## config.mk

```make
export PLATFORM = sky130hd
export DESIGN_NAME = rs485_xcvr_ctrl
export DESIGN_NICKNAME = d
export VERILOG_FILES = /design/src/rtl/rs485_pkg.sv /design/src/rtl/rs485_thermal.sv /design/src/rtl/rs485_rx.sv /design/src/rtl/rs485_drv.sv /design/src/rtl/rs485_xcvr_ctrl.sv
export SDC_FILE = /design/constraint.sdc
export NUM_CORES = 1
export LEC_CHECK = 0
export ABC_AREA = 0
export BUFFER_PORTS_ARGS = -buffer_cell sky130_fd_sc_hd__buf_4
export CELL_PAD_IN_SITES_DETAIL_PLACEMENT = 0
export CELL_PAD_IN_SITES_GLOBAL_PLACEMENT = 1
export CORE_MARGIN = 1
export CORE_UTILIZATION = 16
export DETAILED_ROUTE_END_ITERATION = 8
export GPL_TIMING_DRIVEN = 1
export HOLD_SLACK_MARGIN = 0.15
export PLACE_DENSITY_LB_ADDON = 0.05
export SLEW_MARGIN = 10
export SYNTH_ARGS = -nofsm -noshare
export SYNTH_HDL_FRONTEND = slang
export SYNTH_SLANG_ARGS = --single-unit
export TNS_END_PERCENT = 1
```

## constraint.sdc

```tcl
create_clock -name clk -period 1.53 [get_ports clk]
set_input_delay 0.306 -clock clk [delete_from_list [all_inputs] [get_ports clk]]
set_output_delay 0.306 -clock clk [all_outputs]
set_load 0.1 [all_outputs]
```

## src/rtl/rs485_pkg.sv

```systemverilog
package rs485_pkg;

   typedef enum logic [1:0] {
      ZONE_MARK  = 2'd0,
      ZONE_SPACE = 2'd1,
      ZONE_GAP   = 2'd2
   } rx_zone_e;

   typedef struct packed {
      logic y;
      logic z;
      logic en;
   } drv_out_t;

endpackage

```

## src/rtl/rs485_thermal.sv

```systemverilog
module rs485_thermal #(
   parameter int TEMP_W   = 8,
   parameter int TRIP_C   = 150,
   parameter int RESUME_C = 140
) (
   input  logic              clk,
   input  logic              rst_n,
   input  logic [TEMP_W-1:0] temp_c,
   output logic              shutdown
);
   localparam int TEMP_MAX = (1 << TEMP_W) - 1;

   initial begin
      assert (TRIP_C <= TEMP_MAX) else $error("trip point beyond temperature code range");
      assert (RESUME_C < TRIP_C)  else $error("resume point must lie below trip point");
      assert (RESUME_C >= 0)      else $error("resume point must be non-negative");
   end

   logic sd_q;

   always_ff @(posedge clk or negedge rst_n) begin
      if (!rst_n)
         sd_q <= 1'b0;
      else if (32'(temp_c) >= TRIP_C)
         sd_q <= 1'b1;
      else if (32'(temp_c) <= RESUME_C)
         sd_q <= 1'b0;
   end

   assign shutdown = sd_q;
endmodule

```

## src/rtl/rs485_rx.sv

```systemverilog
module rs485_rx
   import rs485_pkg::*;
#(
   parameter int DIFF_W    = 12,
   parameter int UPPER_MV  = -30,
   parameter int LOWER_MV  = -200,
   parameter bit HOLD_BAND = 1'b1
) (
   input  logic                     clk,
   input  logic                     rst_n,
   input  logic signed [DIFF_W-1:0] diff_mv,
   input  logic                     rx_open,
   output logic                     level
);
   localparam int DIFF_MIN = -(1 << (DIFF_W - 1));

   initial begin
      assert (LOWER_MV < UPPER_MV) else $error("lower threshold must sit below upper threshold");
      assert (UPPER_MV < 0)        else $error("upper threshold must be negative for idle-high");
      assert (LOWER_MV > DIFF_MIN) else $error("lower threshold outside input code range");
   end

   rx_zone_e zone;
   logic     level_q;
   logic     level_d;

   always_comb begin
      if (rx_open)
         zone = ZONE_MARK;
      else if (32'(diff_mv) >= UPPER_MV)
         zone = ZONE_MARK;
      else if (32'(diff_mv) <= LOWER_MV)
         zone = ZONE_SPACE;
      else
         zone = ZONE_GAP;
   end

   generate
      if (HOLD_BAND) begin : g_hold
         always_comb begin
            unique case (zone)
               ZONE_MARK:  level_d = 1'b1;
               ZONE_SPACE: level_d = 1'b0;
               default:    level_d = level_q;
            endcase
         end
      end else begin : g_single
         always_comb begin
            level_d = (zone == ZONE_MARK);
         end
      end
   endgenerate

   always_ff @(posedge clk or negedge rst_n) begin
      if (!rst_n)
         level_q <= 1'b1;
      else
         level_q <= level_d;
   end

   assign level = level_q;
endmodule

```

## src/rtl/rs485_drv.sv

```systemverilog
module rs485_drv
   import rs485_pkg::*;
(
   input  logic     de,
   input  logic     txd,
   input  logic     shutdown,
   output drv_out_t pins
);
   always_comb begin
      pins.en = de & ~shutdown;
      pins.y  = pins.en & txd;
      pins.z  = pins.en & ~txd;
   end
endmodule

```

## src/rtl/rs485_xcvr_ctrl.sv

```systemverilog
module rs485_xcvr_ctrl
   import rs485_pkg::*;
#(
   parameter int DIFF_W    = 12,
   parameter int TEMP_W    = 8,
   parameter int UPPER_MV  = -30,
   parameter int LOWER_MV  = -200,
   parameter int TRIP_C    = 150,
   parameter int RESUME_C  = 140,
   parameter bit HOLD_BAND = 1'b1
) (
   input  logic                     clk,
   input  logic                     rst_n,
   input  logic                     de,
   input  logic                     txd,
   output logic                     y,
   output logic                     y_oe,
   output logic                     z,
   output logic                     z_oe,
   input  logic signed [DIFF_W-1:0] diff_mv,
   input  logic                     rx_open,
   input  logic                     re,
   output logic                     rxd,
   output logic                     rxd_oe,
   input  logic [TEMP_W-1:0]        temp_c,
   output logic                     tsd
);
   initial begin
      assert (DIFF_W >= 9 && DIFF_W <= 24) else $error("DIFF_W out of supported range");
      assert (TEMP_W >= 2 && TEMP_W <= 16) else $error("TEMP_W out of supported range");
   end

   drv_out_t drv_pins;
   logic     sd;
   logic     rx_level;

   rs485_thermal #(
      .TEMP_W   (TEMP_W),
      .TRIP_C   (TRIP_C),
      .RESUME_C (RESUME_C)
   ) u_thermal (
      .clk      (clk),
      .rst_n    (rst_n),
      .temp_c   (temp_c),
      .shutdown (sd)
   );

   rs485_drv u_drv (
      .de       (de),
      .txd      (txd),
      .shutdown (sd),
      .pins     (drv_pins)
   );

   rs485_rx #(
      .DIFF_W    (DIFF_W),
      .UPPER_MV  (UPPER_MV),
      .LOWER_MV  (LOWER_MV),
      .HOLD_BAND (HOLD_BAND)
   ) u_rx (
      .clk     (clk),
      .rst_n   (rst_n),
      .diff_mv (diff_mv),
      .rx_open (rx_open),
      .level   (rx_level)
   );

   assign y      = drv_pins.y;
   assign z      = drv_pins.z;
   assign y_oe   = drv_pins.en;
   assign z_oe   = drv_pins.en;
   assign rxd    = rx_level;
   assign rxd_oe = ~re;
   assign tsd    = sd;
endmodule

```

# Word level (Yosys, flattened, before mapping)
# Cells that the tools add are included.
[totals] ramBits=0 regBits=2 latch_bits=0 mem_count=0 romBits=0 out_inout_bits=7
[op_classes] magnitude_cmp=4 n_eq_ne=1 bitwise=6 shift=0 reduce_logical=3 n_mul=0 addsub=0 n_div=0 mux=6
[ops] op=">= comparator 12 x 6 -> 1 bit (second input constant)" count=1
[ops] op="<= comparator 12 x 9 -> 1 bit (second input constant)" count=1
[ops] op=">= comparator 8 bit (second input constant)" count=1
[ops] op="<= comparator 8 bit (second input constant)" count=1
[ops] op="two-way mux 2 bit" count=3
[ops] op="nonzero test 2 bit" count=2
[ops] op="AND 1 bit" count=3
[ops] op="inverter 1 bit" count=3
[ops] op="equality test 2 x 1 -> 1 bit (second input constant)" count=1
[ops] op="zero test 2 bit" count=1
[ops] op="two-way mux 1 bit" count=2
[ops] op="one-hot mux 1 bit (2 select lines)" count=1

# Logic depth before layout (Yosys ltp)
# Gate-level depths: netlist of the first run.
[logic_depth] ltp_word=6 depth_mapped=3

# By module
# From an unflattened synthesis of the first run, not the netlist that was laid out.
[unflattened] cells_unflattened=23 hier_area_um2=186.4
[modules_own_cells] mod="rs485_rx" seq_area_each_um2=26.3 cells_each=11 area_per_inst_um2=87.6 instances=1
[modules_own_cells] mod="rs485_thermal" seq_area_each_um2=25.0 cells_each=7 area_per_inst_um2=60.1 instances=1
[modules_own_cells] mod="rs485_drv" seq_area_each_um2=0.0 cells_each=3 area_per_inst_um2=27.5 instances=1
[modules_own_cells] mod="rs485_xcvr_ctrl" seq_area_each_um2=0.0 cells_each=2 area_per_inst_um2=11.3 instances=1

# Worst setup path before layout of the first run
# OpenSTA, ideal clock, no wires.
[synth_path] path_kind="register to output" startpoint="register u_thermal.sd_q (netlist: u_thermal.shutdown)" endpoint="output port z" slack_ns=-2.563 path_stages_with_launch=3 t_arrival_ns=3.787 required_ns=1.224 path_buffers=0 cell_sequence="dfrtp_1 -> nor2b_1 -> nor2b_1"
[synth_between] elab_chain_len=3
[synth_lines] element="start: declaration" line_no="rs485_thermal.sv:19" source="logic sd_q;"
[synth_lines] element="start signal: assignment" line_no="rs485_thermal.sv:23" source="sd_q <= 1'b0;"
[synth_lines] element="start signal: assignment" line_no="rs485_thermal.sv:25" source="sd_q <= 1'b1;"
[synth_lines] element="start signal: assignment" line_no="rs485_thermal.sv:27" source="sd_q <= 1'b0;"
[synth_lines] element="inverter 1 bit" line_no="rs485_drv.sv:10" source="pins.en = de & ~shutdown;"
[synth_lines] element="AND 1 bit" line_no="rs485_drv.sv:10"
[synth_lines] element="via y_oe" line_no="rs485_xcvr_ctrl.sv:17" source="output logic y_oe,"
[synth_lines] element="AND 1 bit" line_no="rs485_drv.sv:12" source="pins.z = pins.en & ~txd;"
[synth_lines] element="end: declaration" line_no="rs485_xcvr_ctrl.sv:18" source="output logic z,"
# The timed path passes the listed nets, and every way through them passes these cells.

# Worst setup path in the final report of the first run
[layout_path] startpoint="register u_thermal.sd_q (netlist: u_thermal.shutdown)" endpoint="output port y"
[layout_between] elab_chain_len=3
[layout_lines] element="inverter 1 bit" line_no="rs485_drv.sv:10"
[layout_lines] element="AND 1 bit" line_no="rs485_drv.sv:10"
[layout_lines] element="AND 1 bit" line_no="rs485_drv.sv:11" source="pins.y = pins.en & txd;"
[layout_lines] element="end: declaration" line_no="rs485_xcvr_ctrl.sv:16" source="output logic y,"
# Every way passes these cells.

==> flow_metrics.py, run 1 <==
metrics = {
    "run_status": {
        "status": "complete, no violations",
    },
    "worst_setup_path": {
        "worst_setup_path_end_kind": "primary output",
        "r2r.worst_path.cells": 3,
        "critical_path.startpoint_type": "flip-flop",
        "worstSetupPathType": "flip-flop to primary output",
        "worstPathMaxFanout": 4,
        "crit_arrival_ns": 1.19,
        "timing.rr.end": "u_thermal.shutdown$_DFFE_PN0P_",
        "critical_path.reg2reg.startpoint": "u_thermal.shutdown$_DFFE_PN0P_",
        "crit_required_ns": 1.22,
        "r2r_slack_ns": 0.24,
    },
    "final_layout": {
        "final.fill_count": 111,
        "antenna-diode-count": 0,
        "ratio_of_cells_with_drive_above_1_in_the_final_layout_pct": 77.6,
        "area_occupied_by_multi_input_gates_um2": 161,
        "sequential_cell_area_um2": 55.1,
        "area_growth_syn_to_layout_pct": 163,
        "layout.nets": 85,
    },
    "sta": {
        "finalCriticalPeriod_ns": 1.50,
        "whs_ns": 0.327,
        "count_of_pins_over_their_slew_limit": 0,
        "relSlewSlack_pct": 81.7,
        "worst_slew_pin_slew_ns": 0.275,
        "timing.final.ws_setup_ns": 0.0293,
        "rsz0062_at_grt": "true",
        "fmax_ghz": 0.666,
        "timing.clock.skew_ns": 0,
        "period_share_pct": 98.1,
        "hold_viol_final": 0,
        "finalSetupViolations": 0,
    },
    "route": {
        "number_of_nets_with_antenna_violations_after_detailed_routing": 0,
        "route.vias.total": 313,
        "wl_um": 770,
        "drt-pass1-iter-count": 4,
        "detailedRoute.firstIterationViolations": 3,
        "drc": 0,
        "drt-wirelength-per-cell_um": 10.7,
        "via_per_inst": 4.35,
    },
    "pwr": {
        "switching_share_pct": 39.5,
        "switching_power_uw": 157,
        "maximum_vdd_ir_drop_mv": 0.334,
        "power.share.sequential_pct": 16.1,
        "total_power_uw": 397,
        "p_clk_share_pct": 33.0,
        "powerDensity_mw_per_mm2": 725,
        "power.combinational.fraction_pct": 50.9,
        "internal_power_uw": 240,
        "p_leak_uw": 0.000257,
    },
    "yosys": {
        "seq_area_frac_synth_pct": 24.7,
        "post_synth.cell_area_avg_um2": 9.89,
        "synth_async_sr_flop_share_pct": 100,
        "synth_enable_flop_cells": 0,
        "mappedNetlistArea_um2": 208,
        "synth_cells": 21,
        "synthesis.nets": 47,
        "synth_cell_types": 20,
        "ys_ff_latch": 2,
        "synthDominantCellAreaShare_pct": 13.3,
        "synth_most_common_cell": "sky130_fd_sc_hd__nor2b_1",
        "synth_area_leaders": "sky130_fd_sc_hd__a2111oi_4 13%, sky130_fd_sc_hd__dfstp_2 13%, sky130_fd_sc_hd__dfrtp_1 12%",
        "ys_dominant_reg_cell": "sky130_fd_sc_hd__dfstp_2",
        "yosys.area.top_type": "sky130_fd_sc_hd__a2111oi_4",
        "warning_count_from_the_yosys_run": 0,
    },
    "clock_network": {
        "clk_latency_ns": 0.22,
        "clk_pin_slew_worst_paths_ns": 0.04,
        "clock-root-buffer": "sky130_fd_sc_hd__clkbuf_4",
        "htree_levels": 1,
        "numClockSinks": 2,
        "number_of_buffers_created_by_cts": 3,
        "cts.path.max_buffers": 2,
        "tritoncts_clock_tree": "yes",
    },
    "global_routing": {
        "overflow_left_after_global_routing": 0,
        "gr-usage-all-layers_pct": 12.3,
        "grt_first_pass_wirelength_um": 1240,
        "via_count_of_the_first_global_routing_pass": 323,
        "antenna_violations_before_repair": 0,
        "pin_count_of_the_biggest_net_entering_global_routing": 5,
    },
    "floorplan": {
        "die-width_um": 38.0,
        "die_y_um": 38.0,
        "die_area_mm2": 0.00145,
        "floorplan.initialDensity_pct": 18.0,
        "cell_row_count": 12,
        "design.core.area_mm2": 0.00116,
        "floorplan.io_pins": 33,
    },
    "placement": {
        "detailed_place_hpwl_um": 657,
        "gp_congestion": 0.562,
        "io_buffer_count": 32,
        "pre_cts_ws_ns": 0.163,
    },
    "hold_path": {
        "min-delay-start": "temp_c[7]",
        "timing.hold.worst_path_depth": 2,
        "timing.hold.worst_endpoint": "u_thermal.shutdown$_DFFE_PN0P_",
        "worstHoldPathType": "primary input to flip-flop",
    },
    "run": {
        "reported_max_cap_violation_count": 0,
    },
}
[stage by stage]
step,instance area (um^2),setup TNS [ns],utilization [%],instances
after global placement,478,0,41.3,66
final,547,0,47.3,72
after detailed placement,478,0,41.3,66
after CTS,547,0,47.3,72
after floorplan,228,-1.55,-,21
after global routing,547,-0.0395,47.3,72
[registers in the layout (all words and copies together), names as in the netlist]
name                flops
u_thermal.shutdown      1
u_rx.level              1
[layer usage]
| layer | up-vias | global-route usage (%) | wire length, um |
|---|---|---|---|
| met3 | 0 | 1.74 | 48 |
| met1 | 142 | 10.3 | 208 |
| met2 | 17 | 25.0 | 512 |
| li1 | 154 | - | - |
| met5 | - | 0 | 0 |
| met4 | 0 | 8.93 | 0 |
[kinds of logic after synthesis]
kind of cell    count (synthesis)  share of synthesized area (%)
buf+inv                         2                           5.42
flops                           2                           24.7
compound gates                  7                           38.6
simple gates                   10                           31.3
[layout make-up]
| cell class | instances | share of cell area [%] |
|---|---|---|
| repair buffers | 34 | 51.7 |
| multi-input cells | 17 | 29.5 |
| flip-flops and latches | 2 | 10.1 |
| clock buffers | 4 | 4.81 |
| well taps | 14 | 3.20 |
| inverters | 1 | 0.686 |
[how the worst max path moves through the flow]
stage / startpoint / endpoint / slack [ns]
after floorplan: u_thermal.shutdown$_DFFE_PN0P_ / z / -0.62
after global placement: u_thermal.shutdown$_DFFE_PN0P_ / y / 0.19
after detailed placement: u_thermal.shutdown$_DFFE_PN0P_ / z / 0.16
after CTS: u_thermal.shutdown$_DFFE_PN0P_ / z / 0.007
after global routing: u_thermal.shutdown$_DFFE_PN0P_ / z / -0.03
final: u_thermal.shutdown$_DFFE_PN0P_ / y / 0.03
[layout by cell type, fill, tap and decap left out, drive strengths merged]
cell type    instances
a21boi               1
nand4                1
o211ai               1
nor2b                2
or4                  1
dfrtp                1
dlygate4sd3          1
nand2b               1
dfstp                1
o21a                 1
a31oi                1
o41a                 1
clkbuf               4
and3                 1
or3                  1
inv                  1
a2111oi              1
a211oi               1
buf                 33
and2                 1
nand2                1
nor2                 1
[worst max-delay path: stages, from the launching register on]
cell	delay, ns
sky130_fd_sc_hd__dfrtp_4	0.48
sky130_fd_sc_hd__nor2b_4	0.14
sky130_fd_sc_hd__and2_2	0.18
sky130_fd_sc_hd__buf_12	0.17
[power by group through the flow]
| stage | clock [uW] | sequential (uW) | combinational [uW] |
|---|---|---|---|
| 2_1_floorplan | 0 | 98.5 | 83.6 |
| 3_3_place_gp | 0 | 65.4 | 187 |
| 3_5_place_dp | 0 | 65.6 | 190 |
| 4_1_cts | 140 | 63.9 | 203 |
| 5_1_grt | 139 | 64.3 | 212 |
| 6_report | 131 | 63.9 | 202 |
[repair_timing]
item                                    in CTS  in global routing
setup buffers                                1                  0
hold buffers                                 1                  0
resized for setup                            6                  0
endpoints found under the setup margin       2                  2
endpoints found under the hold margin        2                  0
pin swaps                                    0                  0
Power figures use the tool's default switching activity.
==> run 2, diff against run 1 <==
- TNS_END_PERCENT: 1 -> default
- clock period: 1.53 -> 1.82 ns (I/O delays scaled with it)
==> run 2 against run 1 <==
Sequential cell count unchanged. Clock skew unchanged. Non-clock buffer count down 1. Die area unchanged. Critical endpoint unchanged. Largest power group unchanged.
==> flow_metrics.py, run 2 (synthesis results as in run 1) <==
metrics = {
    "worst_setup_path": {
        "critical_path.startpoint_type": "flip-flop",
        "r2r_slack_ns": 0.64,
        "critical_path.reg2reg.startpoint": "u_thermal.shutdown$_DFFE_PN0P_",
        "worstSetupPathType": "flip-flop to primary output",
        "critPathMaxStageDelay_ns": 0.49,
        "worstPathBufferInverterCount": 1,
        "crit_path_start": "u_thermal.shutdown$_DFFE_PN0P_",
        "worstPathMaxFanout": 4,
        "crit_required_ns": 1.46,
        "path_cells": "nor2b_4, and2_2, buf_4",
        "slowest_cp_cell": "sky130_fd_sc_hd__dfrtp_4",
        "worst_setup_path_end_kind": "primary output",
        "crit_family": "flip-flops",
        "crit_arrival_ns": 1.29,
    },
    "floorplan": {
        "die-width_um": 38.0,
        "die_area_mm2": 0.00145,
        "die_y_um": 38.0,
        "floorplan.initialDensity_pct": 18.0,
        "cell_row_count": 12,
        "design.core.area_mm2": 0.00116,
        "floorplan.io_pins": 33,
    },
    "run_status": {
        "status": "complete, no violations",
    },
    "sta": {
        "hold_viol_final": 0,
        "count_of_pins_over_their_slew_limit": 0,
        "period_share_pct": 90.6,
        "timing.clock.skew_ns": 0,
        "setup_total_negative_slack_ns": 0,
        "worst_slew_pin_slew_ns": 0.280,
        "finalSetupViolations": 0,
        "relSlewSlack_pct": 81.5,
        "fmax_ghz": 0.606,
        "finalCriticalPeriod_ns": 1.65,
        "rsz0062_at_grt": "false",
    },
    "final_layout": {
        "layout.cells.most_common": "sky130_fd_sc_hd__buf_4",
        "antenna-diode-count": 0,
        "fin_util_pct": 44.5,
        "final.fill_count": 121,
        "layout.nets": 84,
        "sequential_cell_area_um2": 55.1,
        "ratio_of_cells_with_drive_above_1_in_the_final_layout_pct": 77.2,
        "area_occupied_by_multi_input_gates_um2": 161,
        "area_growth_syn_to_layout_pct": 148,
        "most-common-layout-cells": "32 x sky130_fd_sc_hd__buf_4, 3 x sky130_fd_sc_hd__clkbuf_4, 2 x sky130_fd_sc_hd__nor2b_4",
    },
    "placement": {
        "detailed_place_hpwl_um": 604,
        "io_buffer_count": 32,
        "gp_congestion": 0.582,
    },
    "run": {
        "reported_max_cap_violation_count": 0,
    },
    "clock_network": {
        "clk_latency_ns": 0.22,
        "post_cts.repair.setup_buffers": 0,
        "clk_pin_slew_worst_paths_ns": 0.04,
        "tritoncts_clock_tree": "yes",
        "numClockSinks": 2,
        "htree_levels": 1,
        "clock-root-buffer": "sky130_fd_sc_hd__clkbuf_4",
        "number_of_buffers_created_by_cts": 3,
        "cts.path.max_buffers": 2,
    },
    "route": {
        "drt-wirelength-per-cell_um": 9.83,
        "drc": 0,
        "via_per_inst": 4.20,
        "wl_um": 698,
        "route.vias.total": 298,
        "drt-pass1-iter-count": 1,
        "detailedRoute.firstIterationViolations": 0,
        "number_of_nets_with_antenna_violations_after_detailed_routing": 0,
    },
    "pwr": {
        "p_leak_uw": 0.000246,
        "maximum_vdd_ir_drop_mv": 0.326,
        "powerDensity_mw_per_mm2": 627,
    },
    "hold_path": {
        "worstHoldPathType": "primary input to flip-flop",
        "min-delay-start": "temp_c[7]",
    },
    "global_routing": {
        "gr-usage-all-layers_pct": 10.1,
        "antenna_violations_before_repair": 0,
        "via_count_of_the_first_global_routing_pass": 293,
        "pin_count_of_the_biggest_net_entering_global_routing": 5,
        "overflow_left_after_global_routing": 0,
        "grt_first_pass_wirelength_um": 1040,
    },
}
-- run 2: cell count changes in the layout (fill, tap and decap cells not counted) --
cell,change
sky130_fd_sc_hd__buf_12,-2
sky130_fd_sc_hd__buf_4,+1
-- run 2: path summary, 6_finish.rpt --
path	to	cells past startpoint
max in group asynchronous	u_rx.level$_DFFE_PN1P_	2
hold reg to reg	u_rx.level$_DFFE_PN1P_	2
setup reg to reg	u_thermal.shutdown$_DFFE_PN0P_	2
setup / recovery	y	3
hold / removal	u_thermal.shutdown$_DFFE_PN0P_	2
min in group asynchronous	u_thermal.shutdown$_DFFE_PN0P_	2
-- run 2: stage by stage --
step / hold slack [ns] / total power (uW) / setup slack [ns] / instance area, um^2 / instances
5_1_grt: 0.396 / 338 / 0.121 / 514 / 71
2_1_floorplan: 0.0684 / 153 / -0.389 / 228 / 21
4_1_cts: 0.386 / 331 / 0.150 / 514 / 71
3_3_place_gp: 0.148 / 212 / 0.423 / 478 / 66
3_5_place_dp: 0.147 / 214 / 0.402 / 478 / 66
6_report: 0.399 / 322 / 0.171 / 514 / 71
-- run 2: repair_timing --
| action | in CTS | in global routing |
|---|---|---|
| hold buffers | 1 | 0 |
| resized for setup | 0 | 0 |
| hold endpoints to repair | 2 | 0 |
-- run 2: layout make-up --
| type | instances | share of cell area (%) |
|---|---|---|
| clock buffers | 4 | 5.11 |
| inverters | 1 | 0.730 |
| multi-input cells | 17 | 31.4 |
| flip-flops and latches | 2 | 10.7 |
| well taps | 14 | 3.41 |
| repair buffers | 33 | 48.7 |
-- run 2: power by group --
group | leakage [uW] | total, uW | switching, uW | internal, uW
Combinational | 0.000209 | 160 | 97.6 | 61.9
Sequential | 0.0000215 | 54.6 | 3.56 | 51.1
Clock | 0.0000150 | 108 | 26.6 | 81.5
-- run 2: layer usage --
metal | GRT usage (%) | vias up | routed length [um]
met4 | 5.36 | 0 | 0
met5 | 0 | - | 0
met1 | 10.3 | 132 | 239
met2 | 20.3 | 13 | 403
met3 | 0 | 0 | 54
li1 | - | 153 | -
